### config.mk
export PLATFORM = sky130hd
export DESIGN_NAME = sec_range_guard
export DESIGN_NICKNAME = d
export VERILOG_FILES = /design/src/rtl/srg_pkg.sv /design/src/rtl/srg_datapath.sv /design/src/rtl/srg_ctrl.sv /design/src/rtl/sec_range_guard.sv
export SDC_FILE = /design/constraint.sdc
export NUM_CORES = 1
export LEC_CHECK = 0
export ABC_AREA = 1
export BUFFER_PORTS_ARGS = -buffer_cell sky130_fd_sc_hd__buf_2
export CAP_MARGIN = 25
export CORE_MARGIN = 5
export CORE_UTILIZATION = 46
export CTS_BUF_LIST = sky130_fd_sc_hd__clkbuf_4 sky130_fd_sc_hd__clkbuf_8
export DETAILED_ROUTE_END_ITERATION = 10
export PLACE_DENSITY = 0.74
export SLEW_MARGIN = 20
export SYNTH_ARGS = -nofsm -noshare
export SYNTH_HDL_FRONTEND = slang
export SYNTH_SLANG_ARGS = --single-unit
export TNS_END_PERCENT = 30
### constraint.sdc
create_clock -name clk -period 2.3 [get_ports clk]
set_input_delay 0.345 -clock clk [delete_from_list [all_inputs] [get_ports clk]]
set_output_delay 0.345 -clock clk [all_outputs]
set_load 0.02 [all_outputs]
### src/rtl/srg_pkg.sv
package srg_pkg;

  localparam int ADDR_W    = 32;
  localparam int PAGE_LSB  = 20;
  localparam int BASE_W    = ADDR_W - PAGE_LSB;
  localparam int SIZE_W    = 5;
  localparam int IDX_W     = 8;

  localparam int VALID_BIT = 0;
  localparam int PERM_LSB  = 1;
  localparam int DFLT_LSB  = 4;
  localparam int ZONE_BIT  = 6;
  localparam int SIZE_LSB  = 8;
  localparam int BASE_LSB  = 20;
  localparam int LOCK_BIT  = 31;

  typedef enum logic [1:0] {
    PERM_RW   = 2'd0,
    PERM_RO   = 2'd1,
    PERM_WO   = 2'd2,
    PERM_NONE = 2'd3
  } perm_e;

  typedef struct packed {
    logic [BASE_W-1:0] base;
    logic [SIZE_W-1:0] sizeCode;
    perm_e             perm;
    logic              valid;
  } slot_t;

  typedef struct packed {
    logic             descWe;
    logic [IDX_W-1:0] descIdx;
  } cfg_strobe_t;

  function automatic logic permits(perm_e p, logic isWrite);
    case (p)
      PERM_RW: permits = 1'b1;
      PERM_RO: permits = !isWrite;
      PERM_WO: permits = isWrite;
      default: permits = 1'b0;
    endcase
  endfunction

  function automatic logic [BASE_W-1:0] sizeMask(logic [SIZE_W-1:0] code);
    if (code >= SIZE_W'(BASE_W)) sizeMask = '0;
    else sizeMask = {BASE_W{1'b1}} << code;
  endfunction

  function automatic slot_t unpackSlot(logic [31:0] w);
    slot_t s;
    s.valid    = w[VALID_BIT];
    s.perm     = perm_e'(w[PERM_LSB +: 2]);
    s.sizeCode = w[SIZE_LSB +: SIZE_W];
    s.base     = w[BASE_LSB +: BASE_W];
    return s;
  endfunction

  function automatic logic [31:0] packSlot(slot_t s);
    logic [31:0] w;
    w = '0;
    w[VALID_BIT]           = s.valid;
    w[PERM_LSB +: 2]       = s.perm;
    w[SIZE_LSB +: SIZE_W]  = s.sizeCode;
    w[BASE_LSB +: BASE_W]  = s.base;
    return w;
  endfunction

endpackage

### src/rtl/srg_datapath.sv
module srg_datapath
  import srg_pkg::*;
#(
  parameter int NUM_SLOTS = 16,
  localparam int SIDX_W = (NUM_SLOTS > 1) ? $clog2(NUM_SLOTS) : 1
) (
  input  logic              clk,
  input  logic              rstN,
  input  cfg_strobe_t       stb,
  input  logic [31:0]       cfgWdata,
  input  logic [SIDX_W-1:0] rdIdx,
  input  logic [BASE_W-1:0] accPage,
  output logic [31:0]       slotWord,
  output perm_e             hitPerm
);

  slot_t                slotArr [NUM_SLOTS];
  logic [NUM_SLOTS-1:0] hit;
  perm_e                dfltPermQ;
  logic                 zoneEnQ;

  // one storage register and one comparator per descriptor slot
  for (genvar g = 0; g < NUM_SLOTS; g++) begin : gSlot
    slot_t q;
    logic  wrSel;
    assign wrSel = stb.descWe && (stb.descIdx == IDX_W'(g));

    always_ff @(posedge clk or negedge rstN) begin
      if (!rstN) q <= '0;
      else if (wrSel) q <= unpackSlot(cfgWdata);
    end

    assign slotArr[g] = q;
    assign hit[g] = q.valid && (((accPage ^ q.base) & sizeMask(q.sizeCode)) == '0);
  end

  // unmatched-space fields live beside slot 0
  always_ff @(posedge clk or negedge rstN) begin
    if (!rstN) begin
      dfltPermQ <= PERM_RW;
      zoneEnQ   <= 1'b0;
    end else if (stb.descWe && stb.descIdx == '0) begin
      dfltPermQ <= perm_e'(cfgWdata[DFLT_LSB +: 2]);
      zoneEnQ   <= cfgWdata[ZONE_BIT];
    end
  end

  // lowest index wins: scan from the top so lower slots overwrite
  always_comb begin
    hitPerm = dfltPermQ;
    for (int i = NUM_SLOTS - 1; i >= 0; i--) begin
      if (hit[i]) hitPerm = slotArr[i].perm;
    end
  end

  always_comb begin
    slotWord = packSlot(slotArr[rdIdx]);
    if (rdIdx == '0) begin
      slotWord[DFLT_LSB +: 2] = dfltPermQ;
      slotWord[ZONE_BIT]      = zoneEnQ;
    end
  end

endmodule

### src/rtl/srg_ctrl.sv
module srg_ctrl
  import srg_pkg::*;
#(
  parameter int NUM_SLOTS = 16,
  parameter int CFG_AW    = 8,
  parameter int CTRL_OFS  = 'h00,
  parameter int SLOT_OFS  = 'h80,
  localparam int SIDX_W    = (NUM_SLOTS > 1) ? $clog2(NUM_SLOTS) : 1,
  localparam int SLOT_SPAN = NUM_SLOTS * 8
) (
  input  logic              clk,
  input  logic              rstN,
  input  logic              cfgWe,
  input  logic [CFG_AW-1:0] cfgAddr,
  input  logic              cfgLockBit,
  input  logic [31:0]       slotWord,
  input  perm_e             hitPerm,
  input  logic              accValid,
  input  logic              accWrite,
  input  logic [ADDR_W-1:0] accAddr,
  output cfg_strobe_t       stb,
  output logic [SIDX_W-1:0] rdIdx,
  output logic [31:0]       cfgRdata,
  output logic              lockedO,
  output logic              rspValid,
  output logic              rspAbort,
  output logic [ADDR_W-1:0] faultAddr,
  output logic              faultWrite
);

  logic [CFG_AW-1:0] slotRel;
  logic              slotSel;
  logic              ctrlSel;
  logic              lockQ;
  logic              deny;

  assign slotRel = cfgAddr - CFG_AW'(SLOT_OFS);
  assign slotSel = (cfgAddr >= CFG_AW'(SLOT_OFS))
                && ({1'b0, slotRel} < (CFG_AW + 1)'(SLOT_SPAN))
                && (slotRel[2:0] == 3'b000);
  assign ctrlSel = (cfgAddr == CFG_AW'(CTRL_OFS));
  assign rdIdx   = SIDX_W'(slotRel >> 3);

  assign stb.descWe  = cfgWe && slotSel && !lockQ;
  assign stb.descIdx = IDX_W'(rdIdx);

  always_ff @(posedge clk or negedge rstN) begin
    if (!rstN) lockQ <= 1'b0;
    else if (cfgWe && ctrlSel && cfgLockBit) lockQ <= 1'b1;
  end
  assign lockedO = lockQ;

  always_comb begin
    cfgRdata = '0;
    if (ctrlSel) cfgRdata[LOCK_BIT] = lockQ;
    else if (slotSel) cfgRdata = slotWord;
  end

  assign deny = !permits(hitPerm, accWrite);

  always_ff @(posedge clk or negedge rstN) begin
    if (!rstN) begin
      rspValid   <= 1'b0;
      rspAbort   <= 1'b0;
      faultAddr  <= '0;
      faultWrite <= 1'b0;
    end else begin
      rspValid <= accValid;
      rspAbort <= accValid && deny;
      if (accValid && deny) begin
        faultAddr  <= accAddr;
        faultWrite <= accWrite;
      end
    end
  end

endmodule

### src/rtl/sec_range_guard.sv
module sec_range_guard
  import srg_pkg::*;
#(
  parameter int NUM_SLOTS = 16,
  parameter int CFG_AW    = 8,
  parameter int CTRL_OFS  = 'h00,
  parameter int SLOT_OFS  = 'h80,
  localparam int SIDX_W   = (NUM_SLOTS > 1) ? $clog2(NUM_SLOTS) : 1
) (
  input  logic              clk,
  input  logic              rstN,
  input  logic              cfgWe,
  input  logic [CFG_AW-1:0] cfgAddr,
  input  logic [31:0]       cfgWdata,
  output logic [31:0]       cfgRdata,
  input  logic              accValid,
  input  logic              accWrite,
  input  logic [ADDR_W-1:0] accAddr,
  output logic              rspValid,
  output logic              rspAbort,
  output logic [ADDR_W-1:0] faultAddr,
  output logic              faultWrite
);

  cfg_strobe_t       stb;
  logic [SIDX_W-1:0] rdIdx;
  logic [31:0]       slotWord;
  perm_e             hitPerm;
  logic              lockState;

  srg_datapath #(.NUM_SLOTS(NUM_SLOTS)) i_dp (
    .clk      (clk),
    .rstN     (rstN),
    .stb      (stb),
    .cfgWdata (cfgWdata),
    .rdIdx    (rdIdx),
    .accPage  (accAddr[ADDR_W-1:PAGE_LSB]),
    .slotWord (slotWord),
    .hitPerm  (hitPerm)
  );

  srg_ctrl #(
    .NUM_SLOTS (NUM_SLOTS),
    .CFG_AW    (CFG_AW),
    .CTRL_OFS  (CTRL_OFS),
    .SLOT_OFS  (SLOT_OFS)
  ) i_ctrl (
    .clk        (clk),
    .rstN       (rstN),
    .cfgWe      (cfgWe),
    .cfgAddr    (cfgAddr),
    .cfgLockBit (cfgWdata[LOCK_BIT]),
    .slotWord   (slotWord),
    .hitPerm    (hitPerm),
    .accValid   (accValid),
    .accWrite   (accWrite),
    .accAddr    (accAddr),
    .stb        (stb),
    .rdIdx      (rdIdx),
    .cfgRdata   (cfgRdata),
    .lockedO    (lockState),
    .rspValid   (rspValid),
    .rspAbort   (rspAbort),
    .faultAddr  (faultAddr),
    .faultWrite (faultWrite)
  );

endmodule

==> results of run 1 <==
==> Yosys cell counts (2+ instances only) <==
cell type and number:
a21oi_1 36, nand4_1 44, xnor2_1 77, or2_2 6
nand3_1 68, o2111ai_1 8, o21ai_0 456, o22a_1 7
o211ai_1 30, a22oi_1 17, a21o_1 9, buf_4 21
mux2_2 3, a211o_1 3, o22ai_1 119, nand3b_1 3
a22o_1 4, a31oi_1 3, nand2_1 657, a221o_1 3
buf_1 5, nor2_1 106, buf_2 24, o221ai_1 21
or2_0 2, nand2_2 2, clkbuf_1 127, inv_2 4
dfrtp_1 359, nor3_1 9, xor2_1 44, a221oi_1 13
buf_6 6, o21ai_1 11, inv_1 163
==> layout make-up <==
class | instances | area (sq um) | share of cell area (%)
multi-input cells | 1781 | 9544 | 35.51
flip-flops and latches | 359 | 8999 | 33.48
repair buffers | 685 | 5617 | 20.90
clock buffers | 103 | 1305 | 4.855
well taps | 539 | 674.4 | 2.509
inverters | 167 | 626.9 | 2.332
clock inverters | 14 | 101.3 | 0.3770
diodes | 5 | 12.51 | 0.04655
==> registers in the layout (all words and copies together) (netlist names) <==
signal             count
i_ctrl.faultWrite      1
i_ctrl.faultAddr      32
i_dp.dfltPermQ         2
i_ctrl.rspAbort        1
i_ctrl.rspValid        1
i_ctrl.lockedO         1
i_dp.zoneEnQ           1
i_dp.gSlot.q         320
==> worst max-delay path by stage <==
stage,end,startpoint,cells after the start
6_report,i_ctrl.faultAddr[12]$_DFFE_PN0P_,i_dp.gSlot[11].q[4]$_DFFE_PN0P_,26
5_1_grt,i_ctrl.faultAddr[16]$_DFFE_PN0P_,i_dp.gSlot[14].q[15]$_DFFE_PN0P_,28
4_1_cts,i_ctrl.faultAddr[8]$_DFFE_PN0P_,i_dp.gSlot[14].q[15]$_DFFE_PN0P_,28
3_5_place_dp,i_ctrl.faultAddr[26]$_DFFE_PN0P_,accAddr[21],24
3_3_place_gp,i_ctrl.faultAddr[30]$_DFFE_PN0P_,accAddr[21],24
2_1_floorplan,i_ctrl.faultAddr[22]$_DFFE_PN0P_,accAddr[22],17
==> stage by stage <==
stage	setup TNS [ps]	hold WS, ps	utilization (%)	setup slack [ps]	cells
final	-28170	70.36	64.08	-715.1	3653
after global routing	-35720	83.46	64.07	-903.6	3652
after CTS	-24280	38.59	63.41	-600.7	3642
after detailed placement	-41040	202.2	58.40	-1032	3490
after global placement	-41690	203.6	58.40	-1042	3490
after floorplan	-6584	49.41	-	-191.4	2491
==> worst max-delay path: cells and delay by family (launching register included) <==
family / cells / cell delay (ps)
and+or+nand+nor: 20 / 1720
DFF: 1 / 420
buffers and inverters: 3 / 380
AOI/OAI and AO/OA: 3 / 360
==> power breakdown <==
part | internal [W] | switching (W)
clock network | 0.00364 | 0.00291
registers | 0.00641 | 0.0000681
logic | 0.000754 | 0.00133
==> routing by layer <==
layer / GRT usage [%] / up-vias / share of wire [%]
met5: 0 / - / 0.013
li1: - / 9581 / -
met1: 45.97 / 10168 / 40
met2: 53.58 / 1215 / 45
met3: 6.811 / 259 / 9.5
met4: 17.32 / 2 / 5.5
==> what timing repair did <==
action,4_1_cts,5_1_grt
setup endpoints to repair,55,57
cloned,3,2
gates resized for setup,132,59
pin swaps,24,7
setup buffers,5,4
hold buffers,27,0
endpoints found under the hold margin,384,0
==> kinds of logic after synthesis <==
family / Yosys count
compound gates: 746
flops: 359
other cells: 1
xor+xnor: 121
simple gates: 902
buf+inv: 351
mux: 3
==> flow_metrics.py, run 1 <==
metrics = {
    "drt": {
        "wirelength_mm": 82.29,
        "num_vias": 21225,
        "drc": 0,
        "routedWlPerCell_microns": 22.53,
        "final_antenna_net_count": 0,
        "vias_per_cell": 5.810,
        "drtIter0Drc": 2801,
        "drtPass1Iterations": 5,
    },
    "sta": {
        "tightest_slew_ps": 912.2,
        "period_minus_slack_ps": 3015,
        "fin_crit_sh_pct": 131.1,
        "clock_skew_ps": 30.74,
        "setup_viol": 54,
        "rsz0062_at_grt": "yes",
        "setup_ws_ps": -715.1,
        "slew_viol_final": 0,
        "final-hold-violation-count": 0,
        "max_freq_mhz": 331.7,
        "max_slew_margin_pct": 39.12,
    },
    "pwr": {
        "leakagePower_nw": 12.93,
        "power.density_nw_per_um2": 562.2,
        "ir_drop_mv": 0.4422,
        "total_power_w": 0.01511,
    },
    "worst_setup_path": {
        "end_kind": "flip-flop",
        "r2r-end": "i_ctrl.faultAddr[12]$_DFFE_PN0P_",
        "cp.required_ps": 2860,
        "worst-path-max-fanout": 7,
        "cp_common_cell": "nand2_1",
        "r2r_slack_ps": -720,
        "worstSetupPathType": "flip-flop to flip-flop",
        "r2r-start": "i_dp.gSlot[11].q[4]$_DFFE_PN0P_",
        "cpPeakStageDelay_ps": 420,
        "worstPathArrival_ps": 3570,
        "rr_worst_depth": 26,
        "crit_path_start_kind": "flip-flop",
        "cp_slowest_cell": "dfrtp_2",
    },
    "cts": {
        "worstSkewPairLatency_ps": 670,
        "clk_pin_slew_worst_paths_ps": 70,
        "cts_buffers": 67,
        "cts_buffer_depth": 3,
        "cts_tree": "yes",
        "h-tree-depth": 3,
        "cts-root-buf": "clkbuf_8",
        "cts_sinks": 359,
    },
    "yosys": {
        "synthSimpleGateAreaFrac_pct": 18.77,
        "synth_top_area_share_pct": 46.11,
        "yosysSeqAreaShare_pct": 46.11,
        "syn_avg_cell_area_sq_um": 7.846,
        "synth_flop_cell": "dfrtp_1",
        "synth-seq-cells": 359,
        "synth_area_sq_um": 19480,
        "synth_cells": 2483,
        "synth_top_cells_by_area": "dfrtp_1, nand2_1, o21ai_0, o22ai_1, xnor2_1",
        "yosys.area_share.adder_pct": 0,
        "ys_types": 48,
        "ys_warn_count": 0,
        "synth_largest_area_cell": "dfrtp_1",
        "synth_edf_count": 0,
        "synthMuxAreaShare_pct": 0.1734,
        "async_reset_ff_share_pct": 100.0,
        "synth_top_family_by_area": "compound AO/OA/AOI/OAI gates",
        "synth-compound-area-share_pct": 21.93,
        "yosys.area_share.xor_xnor_pct": 5.440,
    },
    "global_routing": {
        "grt_max_degree": 83,
        "grtUsageTotal_pct": 34.39,
        "antenna_found_initial": 7,
        "grt_pass1_vias": 20603,
        "grt_first_pass_wirelength_mm": 123.5,
        "grt_overflow": 0,
    },
    "floorplan": {
        "start_util_pct": 46.45,
        "dieWidth_microns": 215.8,
        "die_area_sq_um": 46570,
        "fp.coreArea_sq_um": 41950,
        "io_pins": 144,
        "core.rowCount": 75,
        "die_h_microns": 215.8,
    },
    "placement": {
        "hpwl_mm": 58.50,
        "place_congestion": 1.039,
        "placed_area_sq_um": 24500,
        "port-buffer-count": 125,
    },
    "min_path": {
        "hp-class": "input pin to flip-flop",
        "hold_path_depth": 3,
        "worstHoldStart": "accValid",
        "whs_endpoint": "i_ctrl.faultAddr[24]$_DFFE_PN0P_",
    },
    "flow_run": {
        "drv_cap": 0,
    },
    "cells_and_area": {
        "final_common_cell": "nand2_1",
        "layout.nets": 3138,
        "syn2layout_area_growth_pct": 37.97,
        "n_fill_cell": 3628,
        "drive_gt1_share_pct": 29.37,
        "design_area_sq_um": 26880,
        "mostFrequentLayoutCells": "nand2_1, buf_4, o21ai_0",
    },
    "outcome": {
        "failed_checks": "negative setup slack",
        "status": "complete, but fails checks",
    },
}
Note: power is estimated with default switching activity, not from simulation.
==> run 2: changes to the inputs <==
--- a/config.mk
+++ b/config.mk
@@ -9,10 +9,10 @@
 export BUFFER_PORTS_ARGS = -buffer_cell sky130_fd_sc_hd__buf_2
 export CAP_MARGIN = 25
 export CORE_MARGIN = 5
-export CORE_UTILIZATION = 46
+export CORE_UTILIZATION = 57
 export CTS_BUF_LIST = sky130_fd_sc_hd__clkbuf_4 sky130_fd_sc_hd__clkbuf_8
 export DETAILED_ROUTE_END_ITERATION = 10
-export PLACE_DENSITY = 0.74
+export PLACE_DENSITY = 0.87
 export SLEW_MARGIN = 20
 export SYNTH_ARGS = -nofsm -noshare
 export SYNTH_HDL_FRONTEND = slang
==> run 2 against run 1 <==
Against the previous run:
- the run still ends with negative setup slack left
- largest cell class unchanged
- clock skew is 8.2 ps higher
- total power is 3.7% lower
- first-iteration DRC count up 4.4%
- routed wire length down 5.8%
- register-to-register slack got worse by 110 ps
- cell area is 2.0% lower
- sequential power is essentially flat
- clock power decreased by 6.6%
- die area decreased by 18%
- clock-buffer cell count decreased by 14
- global-route usage increased by 5.1 points
- hold slack gained 48 ps
==> flow_metrics.py, run 2 (same netlist as run 1, synthesis figures left out) <==
metrics = {
    "outcome": {
        "status": "complete, but fails checks",
        "failed_checks": "negative setup slack",
    },
    "worst_setup_path": {
        "cpPeakStageDelay_ps": 460,
        "worstPathArrival_ps": 3700,
        "worstSetupPathType": "flip-flop to flip-flop",
        "crit_buf_inv": 3,
        "cp_slowest_cell": "dfrtp_2",
        "crit_path_start_kind": "flip-flop",
        "worst-path-max-fanout": 6,
        "end_kind": "flip-flop",
        "cp.required_ps": 2870,
        "crit_family": "simple AND/OR/NAND/NOR gates",
        "cp_common_cell": "nand2_1",
    },
    "cells_and_area": {
        "layout.nets": 3101,
        "syn2layout_area_growth_pct": 35.17,
        "diodes": 0,
        "largest_reg_flops": 320,
        "final_common_cell": "nand2_1",
        "largestRegisters": "i_dp.gSlot.q x320, i_ctrl.faultAddr x32, i_dp.dfltPermQ x2",
        "design_area_sq_um": 26330,
        "drive_gt1_share_pct": 29.04,
        "n_fill_cell": 2248,
        "final_util_pct": 78.34,
        "mostFrequentLayoutCells": "nand2_1, buf_4, o21ai_0",
        "regMostFlops": "i_dp.gSlot.q",
    },
    "floorplan": {
        "fp.coreArea_sq_um": 33620,
        "die_area_sq_um": 37980,
        "start_util_pct": 57.96,
        "die_h_microns": 194.9,
        "dieWidth_microns": 194.9,
        "io_pins": 144,
        "core.rowCount": 67,
    },
    "drt": {
        "wirelength_mm": 77.48,
        "routedWlPerCell_microns": 22.04,
        "num_vias": 21537,
        "vias_per_cell": 6.125,
        "drtPass1Iterations": 6,
        "drtIter0Drc": 2923,
        "final_antenna_net_count": 0,
        "drc": 0,
    },
    "cts": {
        "worstSkewPairLatency_ps": 680,
        "cts_tree": "yes",
        "cts-root-buf": "clkbuf_8",
        "cts_buffers": 59,
        "cts_buffer_depth": 3,
        "clk_pin_slew_worst_paths_ps": 80,
        "h-tree-depth": 2,
        "cts_sinks": 359,
    },
    "pwr": {
        "p_int_w": 0.01047,
        "power.density_nw_per_um2": 552.7,
        "p_clk_share_pct": 42.0,
        "combPwrFrac_pct": 13.4,
        "switching_share_pct": 28.06,
        "total_power_w": 0.01456,
        "p_switching_w": 0.004084,
        "p_seq_share_pct": 44.5,
        "ir_drop_mv": 0.5310,
        "leakagePower_nw": 12.69,
    },
    "sta": {
        "period_minus_slack_ps": 3125,
        "fin_crit_sh_pct": 135.9,
        "setup_tns_ps": -29920,
        "max_slew_margin_pct": 44.26,
        "clock_skew_ps": 38.97,
        "final-hold-violation-count": 0,
        "tightest_slew_ps": 835.2,
        "setup_ws_ps": -824.7,
        "setup_viol": 54,
        "slew_viol_final": 0,
        "max_freq_mhz": 320.0,
        "rsz0062_at_grt": "yes",
    },
    "placement": {
        "place_congestion": 1.021,
        "placed_area_sq_um": 23930,
        "port-buffer-count": 125,
        "hpwl_mm": 54.80,
    },
    "global_routing": {
        "grtUsageTotal_pct": 39.47,
        "grt_max_degree": 63,
        "antenna_found_initial": 0,
        "grt_pass1_vias": 20659,
        "grt_overflow": 0,
        "grt_first_pass_wirelength_mm": 118.8,
    },
    "flow_run": {
        "drv_cap": 0,
    },
    "min_path": {
        "hp-class": "input pin to flip-flop",
    },
}
-- run 2: final timing paths --
check	startpoint	cells past startpoint	end	slack (ps)
max	i_dp.gSlot[15].q[5]$_DFFE_PN0P_	31	i_ctrl.faultAddr[0]$_DFFE_PN0P_	-820
min	accValid	3	i_ctrl.faultAddr[7]$_DFFE_PN0P_	120
max reg2reg	i_dp.gSlot[15].q[5]$_DFFE_PN0P_	31	i_ctrl.faultAddr[0]$_DFFE_PN0P_	-820
min reg2reg	i_ctrl.faultAddr[27]$_DFFE_PN0P_	2	i_ctrl.faultAddr[27]$_DFFE_PN0P_	470
max in group asynchronous	rstN	3	i_dp.gSlot[15].q[3]$_DFFE_PN0P_	1250
min in group asynchronous	rstN	2	i_dp.gSlot[14].q[16]$_DFFE_PN0P_	230
-- run 2: power groups by stage --
stage / clock, W / combinational [W] / sequential [W]
after floorplan: 0 / 0.000757 / 0.00669
after global placement: 0 / 0.00170 / 0.00657
after detailed placement: 0 / 0.00173 / 0.00658
after CTS: 0.00611 / 0.00185 / 0.00647
after global routing: 0.00641 / 0.00206 / 0.00648
final: 0.00612 / 0.00196 / 0.00648
-- run 2: worst reg2reg max path, delay by kind of cell, from the launching register on --
family | cells | cell delay, ps
buffers and inverters | 3 | 450
AND/OR/NAND/NOR | 28 | 2160
flip-flops | 1 | 460
-- run 2: routing by layer --
| layer | vias to the layer above | global-route usage, % | wire (microns) |
|---|---|---|---|
| li1 | 9495 | - | - |
| met1 | 10113 | 54.14 | 29520 |
| met2 | 1624 | 60.61 | 34320 |
| met3 | 305 | 9.470 | 9732 |
| met4 | 0 | 16.63 | 3916 |
| met5 | - | 0 | 0 |
-- run 2: area by class of cell --
cell class | count | area (sq um) | share of cell area [%]
Clock inverter | 16 | 136.4 | 0.5179
Timing Repair Buffer | 656 | 5211 | 19.79
Multi-Input combinational cell | 1781 | 9666 | 36.70
Clock buffer | 89 | 1131 | 4.295
Inverter | 167 | 630.6 | 2.395
Sequential cell | 359 | 8999 | 34.17
Tap cell | 448 | 560.5 | 2.129
-- run 2: repair_timing --
item                       4_1_cts  5_1_grt
cloned                           2        1
setup endpoints to repair       54       56
pin swaps                       24       41
setup buffers                    4        8
gates resized for setup        139       89
hold buffers                    27        0
hold endpoints to repair        69        0
-- run 2: metrics by stage --
stage | cells | hold slack (ps) | setup WS [ps]
after global placement | 3369 | 310.4 | -758.8
after detailed placement | 3369 | 322.8 | -835.7
final | 3516 | 118.6 | -824.7
after CTS | 3507 | 58.62 | -651.6
after floorplan | 2491 | 49.41 | -191.4
after global routing | 3516 | 131.0 | -1137
